<file path="src/rtl/boot_mode_pkg.sv">
package boot_mode_pkg;
  typedef enum logic [1:0] {
    BL_IDLE = 2'd0,
    BL_LOAD = 2'd1,
    BL_DONE = 2'd2
  } bl_state_e;

  localparam logic [1:0] DRV_FAST_CODE = 2'b10;
  localparam logic [1:0] DRV_SLOW_CODE = 2'b01;
endpackage

</file>
<file path="src/rtl/boot_clk_div.sv">
module boot_clk_div #(
  parameter int DIV = 256
) (
  input  logic clk,
  input  logic clr,
  input  logic en,
  output logic mode_clk,
  output logic sample
);
  localparam int CNT_W = (DIV > 2) ? $clog2(DIV) : 1;
  localparam int HALF  = DIV / 2;
  localparam logic [CNT_W-1:0] LAST = CNT_W'(DIV - 1);
  localparam logic [CNT_W-1:0] RISE = CNT_W'(HALF);
  localparam logic [CNT_W-1:0] PRE  = CNT_W'(HALF - 1);

  logic [CNT_W-1:0] cnt;
  logic [CNT_W-1:0] cnt_nxt;

  assign cnt_nxt = (cnt == LAST) ? '0 : cnt + 1'b1;
  assign sample  = en && (cnt == PRE);

  always_ff @(posedge clk) begin
    if (clr || !en) begin
      cnt      <= '0;
      mode_clk <= 1'b0;
    end else begin
      cnt      <= cnt_nxt;
      mode_clk <= (cnt_nxt >= RISE);
    end
  end


  clk_parked_chk: assert property (@(posedge clk) disable iff (clr)
    !en |=> !mode_clk);
endmodule

</file>
<file path="src/rtl/boot_shift_reg.sv">
module boot_shift_reg #(
  parameter int WORD_W = 256
) (
  input  logic              clk,
  input  logic              clr,
  input  logic              shift,
  input  logic              din,
  output logic [WORD_W-1:0] word,
  output logic              last_bit
);
  localparam int BIT_W = $clog2(WORD_W + 1);
  localparam logic [BIT_W-1:0] FINAL = BIT_W'(WORD_W - 1);

  logic [BIT_W-1:0] count;

  assign last_bit = (count == FINAL);

  always_ff @(posedge clk) begin
    if (clr) begin
      word  <= '0;
      count <= '0;
    end else if (shift) begin
      word  <= {din, word[WORD_W-1:1]};
      count <= count + 1'b1;
    end
  end


  clear_state_chk: assert property (@(posedge clk)
    clr |=> (word == '0) && (count == '0));
endmodule

</file>
<file path="src/rtl/boot_drive_dec.sv">
module boot_drive_dec #(
  parameter int WORD_W    = 256,
  parameter int DRIVE_LSB = 14
) (
  input  logic              clk,
  input  logic              clr,
  input  logic              done,
  input  logic [WORD_W-1:0] word,
  output logic              drive_fast,
  output logic              drive_slow
);
  import boot_mode_pkg::*;

  logic [1:0] field;
  assign field = word[DRIVE_LSB +: 2];

  always_ff @(posedge clk) begin
    if (clr) begin
      drive_fast <= 1'b0;
      drive_slow <= 1'b0;
    end else begin
      drive_fast <= done && (field == DRV_FAST_CODE);
      drive_slow <= done && (field == DRV_SLOW_CODE);
    end
  end


  drive_idle_chk: assert property (@(posedge clk) disable iff (clr)
    !done |=> !drive_fast && !drive_slow);
endmodule

</file>
<file path="src/rtl/boot_mode_loader.sv">
module boot_mode_loader #(
  parameter int DIV       = 256,
  parameter int WORD_W    = 256,
  parameter int DRIVE_LSB = 14
) (
  input  logic              clk,
  input  logic              cold_rst_n,
  input  logic              warm_rst_n,
  input  logic              pwr_ok,
  input  logic              mode_din,
  output logic              mode_clk,
  output logic [WORD_W-1:0] mode_word,
  output logic              load_done,
  output logic              drive_fast,
  output logic              drive_slow,
  output logic              core_run
);
  import boot_mode_pkg::*;

  bl_state_e state;
  logic pwr_q, done_q, run_q;
  logic pwr_rise, loading, abort, start, sample, shift_en, last_bit, finish;
  logic clr;

  assign clr      = !cold_rst_n;
  assign pwr_rise = pwr_ok && !pwr_q;
  assign loading  = (state == BL_LOAD);
  assign abort    = loading && !pwr_ok;
  assign start    = !loading && pwr_rise;
  assign shift_en = loading && pwr_ok && sample;
  assign finish   = shift_en && last_bit;

  always_ff @(posedge clk) begin
    if (clr) begin
      state  <= BL_IDLE;
      pwr_q  <= 1'b0;
      done_q <= 1'b0;
      run_q  <= 1'b0;
    end else begin
      pwr_q <= pwr_ok;
      run_q <= done_q && warm_rst_n;
      if (start) begin
        state  <= BL_LOAD;
        done_q <= 1'b0;
      end else if (abort) begin
        state <= BL_IDLE;
      end else if (finish) begin
        state  <= BL_DONE;
        done_q <= 1'b1;
      end
    end
  end

  boot_clk_div #(.DIV(DIV)) u_div (
    .clk(clk), .clr(clr), .en(loading && pwr_ok),
    .mode_clk(mode_clk), .sample(sample)
  );

  boot_shift_reg #(.WORD_W(WORD_W)) u_shift (
    .clk(clk), .clr(clr || start || abort), .shift(shift_en),
    .din(mode_din), .word(mode_word), .last_bit(last_bit)
  );

  boot_drive_dec #(.WORD_W(WORD_W), .DRIVE_LSB(DRIVE_LSB)) u_dec (
    .clk(clk), .clr(clr), .done(done_q), .word(mode_word),
    .drive_fast(drive_fast), .drive_slow(drive_slow)
  );

  assign load_done = done_q;
  assign core_run  = run_q;


  abort_clear_chk: assert property (@(posedge clk) disable iff (clr)
    abort |=> (mode_word == '0) && !load_done && !mode_clk);


  hold_word_chk: assert property (@(posedge clk) disable iff (clr)
    load_done && !pwr_rise |=> load_done && $stable(mode_word));


  run_gate_chk: assert property (@(posedge clk) disable iff (clr)
    !load_done |=> !core_run);
endmodule

</file>
<file path="config.mk">
export PLATFORM = sky130hd
export DESIGN_NAME = boot_mode_loader
export DESIGN_NICKNAME = d
export VERILOG_FILES = /design/src/rtl/boot_mode_pkg.sv /design/src/rtl/boot_clk_div.sv /design/src/rtl/boot_shift_reg.sv /design/src/rtl/boot_drive_dec.sv /design/src/rtl/boot_mode_loader.sv
export SDC_FILE = /design/constraint.sdc
export NUM_CORES = 1
export LEC_CHECK = 0
export CORE_AREA = 2 2 139 141
export CTS_BUF_LIST = sky130_fd_sc_hd__clkbuf_8
export DETAILED_ROUTE_END_ITERATION = 10
export DIE_AREA = 0 0 141 143
export GPL_TIMING_DRIVEN = 0
export PLACE_DENSITY = 0.85
export RECOVER_POWER = 50
export SLEW_MARGIN = 25
export SYNTH_ARGS = -nofsm -noshare
export SYNTH_HDL_FRONTEND = slang
export SYNTH_SLANG_ARGS = --single-unit
</file>
<file path="constraint.sdc">
create_clock -name clk -period 5.4 [get_ports clk]
set_clock_uncertainty 0.15 [all_clocks]
set_input_delay 0.54 -clock clk [delete_from_list [all_inputs] [get_ports clk]]
set_output_delay 0.54 -clock clk [all_outputs]
set_load 0.005 [all_outputs]
</file>
==> run_results.csv <==
group,metric,value,unit
outcome,status,"completed",
route,vias,9222,
sta,drv_slew,0,
power,leakagePower,0.00527,uW
cells_and_area,drive_gt1_share,6.52,%
cells_and_area,nNetsFinal,1543,
grt,grt_pass1_wl,41.4,mm
worst_setup_path,critical_path_peak_fanout,10,
clock_tree,cts_buffers,45,
worst_setup_path,critPathKind,"reg -> reg",
logic_synthesis,synthXorXnorAreaFrac,0.630,%
sta,tns,0,ps
worst_setup_path,worstPathArrival,3100,ps
grt,first_global_vias,8564,
placed_design,dpl-instance-area,12700,um^2
route,drt_iter0_markers,466,
clock_tree,clockRootBuffer,"clkbuf_8",
sta,relSlewSlack,42.4,%
floorplanning,coreArea,18600,um^2
worst_setup_path,r2r-start,"u_div.cnt[0]",
sta,setup_viol_count_final,0,
clock_tree,clk_pin_slew,60,ps
min_path,hold_start,"u_shift.word[0]",
sta,rsz0062_at_grt,"false",
clock_tree,cts_setup_buffers,0,
clock_tree,post_cts_resized,0,
worst_setup_path,critPathRequiredTime,5700,ps
placed_design,place.gp.congestion,0.831,
worst_setup_path,crit_path_start_kind,"flop",
sta,fmax,0.356,GHz
cells_and_area,final_cells,1798,
route,ant_nets,0,
placed_design,place_hpwl,18.6,mm
clock_tree,cts_tree,"yes",
grt,antenna_found_initial,0,
min_path,worst_hold_path_type,"reg -> reg",
floorplanning,fp-row-count,50,
sta,worstMarginPinSlew,850,ps
logic_synthesis,syn_area_per_cell,7.96,um^2
clock_tree,clock_latency,530,ps
cells_and_area,design_area,13500,um^2
worst_setup_path,endpoint_kind,"flop",
worst_setup_path,path_cells,"ha_1 > nand2_1 > nor3_1 > clkbuf_1 > clkbuf_1 > buf_2 > nand2_1 > a21oi_1",
logic_synthesis,syn_nets,1231,
route,avgRoutedWirePerCell,14.6,um
floorplanning,die_y,143,um
grt,grt_max_degree,11,
worst_setup_path,r2r_end,"u_shift.word[101]",
logic_synthesis,synthAdderAreaFrac,0.386,%
grt,grt.overflow.total,0,
cells_and_area,syn_to_final_growth,39.1,%
logic_synthesis,ys_types,34,
grt,grt_usage,25.0,%
logic_synthesis,ys_warn_count,0,
placed_design,dp.cells,1722,
power,ir_drop,0.232,mV
cells_and_area,diodes,0,
floorplanning,io_pins,266,
route,viasPerCell,5.13,
min_path,hold_depth,2,
sta,min_period_over_period,52.0,%
floorplanning,start_util,52.4,%
sta,whs,301,ps
logic_synthesis,seq_area_frac_synth,57.8,%
clock_tree,postCtsHoldBufs,0,
logic_synthesis,synthMuxAreaShare,0,%
route,first_pass_iters,5,
sta,min_period,2810,ps
logic_synthesis,syn-cell-area,9730,um^2
placed_design,dp_slack,2330,ps
worst_setup_path,r2r_cells,8,
logic_synthesis,synth_top_family_by_area,"simple AND/OR/NAND/NOR gates",
logic_synthesis,synth_compound_area_share,14.6,%
run,maxCapViolations,0,
power,power_density,288,nW/um^2
sta,hold_viol,0,
worst_setup_path,cp_slowest_cell,"clkbuf_1",
worst_setup_path,reg2reg_slack,2590,ps
route,drt-total-wl,26.2,mm
min_path,hold_path_end,"u_shift.word[0]",
clock_tree,cts.path.max_buffers,3,
logic_synthesis,synth-seq-cells,281,
floorplanning,die-area,20200,um^2
logic_synthesis,syn_inst,1223,
clock_tree,htree_levels,2,
clock_tree,cts_sinks,281,
route,route.detailed.drc,0,
worst_setup_path,cp_slowest_stage_delay,500,ps
placed_design,io_buffers,265,
logic_synthesis,synth_simple_gate_area_share,22.5,%
floorplanning,die_x,141,um
sta,finalWorstSetupSlack,2590,ps
==> cells in the mapped netlist, drive strengths merged <==
master | count | area share (%)
o21ai | 3 | 0.15
or3b | 1 | 0.090
nor4 | 1 | 0.064
dfxtp | 281 | 58
o211ai | 1 | 0.077
nor2 | 12 | 0.46
xor2 | 3 | 0.27
xnor2 | 4 | 0.36
a41o | 1 | 0.10
o311ai | 1 | 0.090
a211oi | 1 | 0.077
and4 | 1 | 0.090
nand4bb | 1 | 0.12
clkbuf | 40 | 1.5
o31ai | 3 | 0.23
inv | 4 | 0.15
o211a | 1 | 0.10
nor3 | 1 | 0.051
o22ai | 1 | 0.064
or4 | 3 | 0.23
nor3b | 2 | 0.15
and3 | 2 | 0.13
or3 | 4 | 0.26
nor2b | 1 | 0.064
nand4 | 2 | 0.13
buf | 48 | 2.4
and2 | 2 | 0.13
nand2 | 522 | 20
nand3 | 7 | 0.36
ha | 3 | 0.39
a21oi | 266 | 14
==> through the flow <==
stage / util (%) / power, uW
4_1_cts: 72.9 / 3930
3_5_place_dp: 68.2 / 2200
3_3_place_gp: 68.2 / 2200
2_1_floorplan: - / 2170
5_1_grt: 72.9 / 4020
6_report: 72.9 / 3890
==> area by class of cell <==
class	instances	area [um^2]
buffer	88	385
clock buffer	54	743
clock inverter	22	120
fill	1405	5040
inverter	4	15.0
multi-input combinational	850	3700
sequential	281	5630
tap	234	293
timing repair buffer	265	2650
==> worst max-delay path, delay by kind of cell (launching register included) <==
kind / cells / cell delay [ps]
flip-flops: 1 / 400
adder cells (fa/ha/maj): 1 / 310
buffers and inverters: 3 / 1300
AND/OR/NAND/NOR: 3 / 440
AO/OA/AOI/OAI: 1 / 130
==> sequential cells by signal, indices dropped and copies added (netlist names) <==
signal and flops:
core_run 1, u_shift.count 9, pwr_q 1, state 2
u_dec.drive_slow 1, u_div.mode_clk 1, u_shift.word 256, load_done 1
u_dec.drive_fast 1, u_div.cnt 8
==> where the power goes <==
part / leakage (uW) / total, uW / switching [uW] / internal (uW)
clock network: 0.000501 / 1740 / 791 / 949
logic: 0.00250 / 76.6 / 59.8 / 16.8
registers: 0.00226 / 2080 / 1.06 / 2070
total: 0.00527 / 3890 / 852 / 3040
==> worst max-delay path by stage <==
stage / startpoint / to / slack [ps] / cells past startpoint
final: u_div.cnt[0] / u_shift.word[101] / 2590 / 8
after global routing: u_div.cnt[0] / u_shift.word[24] / 2300 / 8
after CTS: u_div.cnt[0] / u_shift.word[47] / 2810 / 8
after detailed placement: pwr_ok / u_shift.word[1] / 2330 / 6
after global placement: pwr_ok / u_shift.word[108] / 2340 / 5
after floorplan: u_div.cnt[0] / u_shift.count[6] / 3400 / 8
==> placed cells by master (no fill, tap or decap), drive strengths merged <==
cell type and count:
a211oi 1, a21oi 266, a41o 1, and2 2
and3 2, and4 1, buf 46, bufinv 1
clkbuf 96, clkdlybuf4s50 9, clkinv 6, clkinvlp 1
dfxtp 281, dlygate4sd3 256, ha 3, inv 18
nand2 522, nand3 7, nand4 2, nand4bb 1
nor2 12, nor2b 1, nor3 1, nor3b 2
nor4 1, o211a 1, o211ai 1, o21ai 3
o22ai 1, o311ai 1, o31ai 3, or3 4
or3b 1, or4 3, xnor2 4, xor2 3
==> layer usage <==
layer / up-vias / track usage [%] / wire, um
met1: 4253 / 29.3 / 10500
li1: 4591 / - / -
met3: 62 / 7.85 / 2380
met4: 0 / 10.6 / 913
met2: 316 / 42.5 / 12400
met5: - / 0 / 0
==> cells by family (layout without fill, tap and decap cells) <==
family          after synthesis  after routing
flops                       281            281
xor+xnor                      7              7
simple gates                562            562
compound gates              278            278
buf+inv                      92            433
fa+ha+maj                     3              3
No activity file was read; power rests on OpenSTA's default activity.
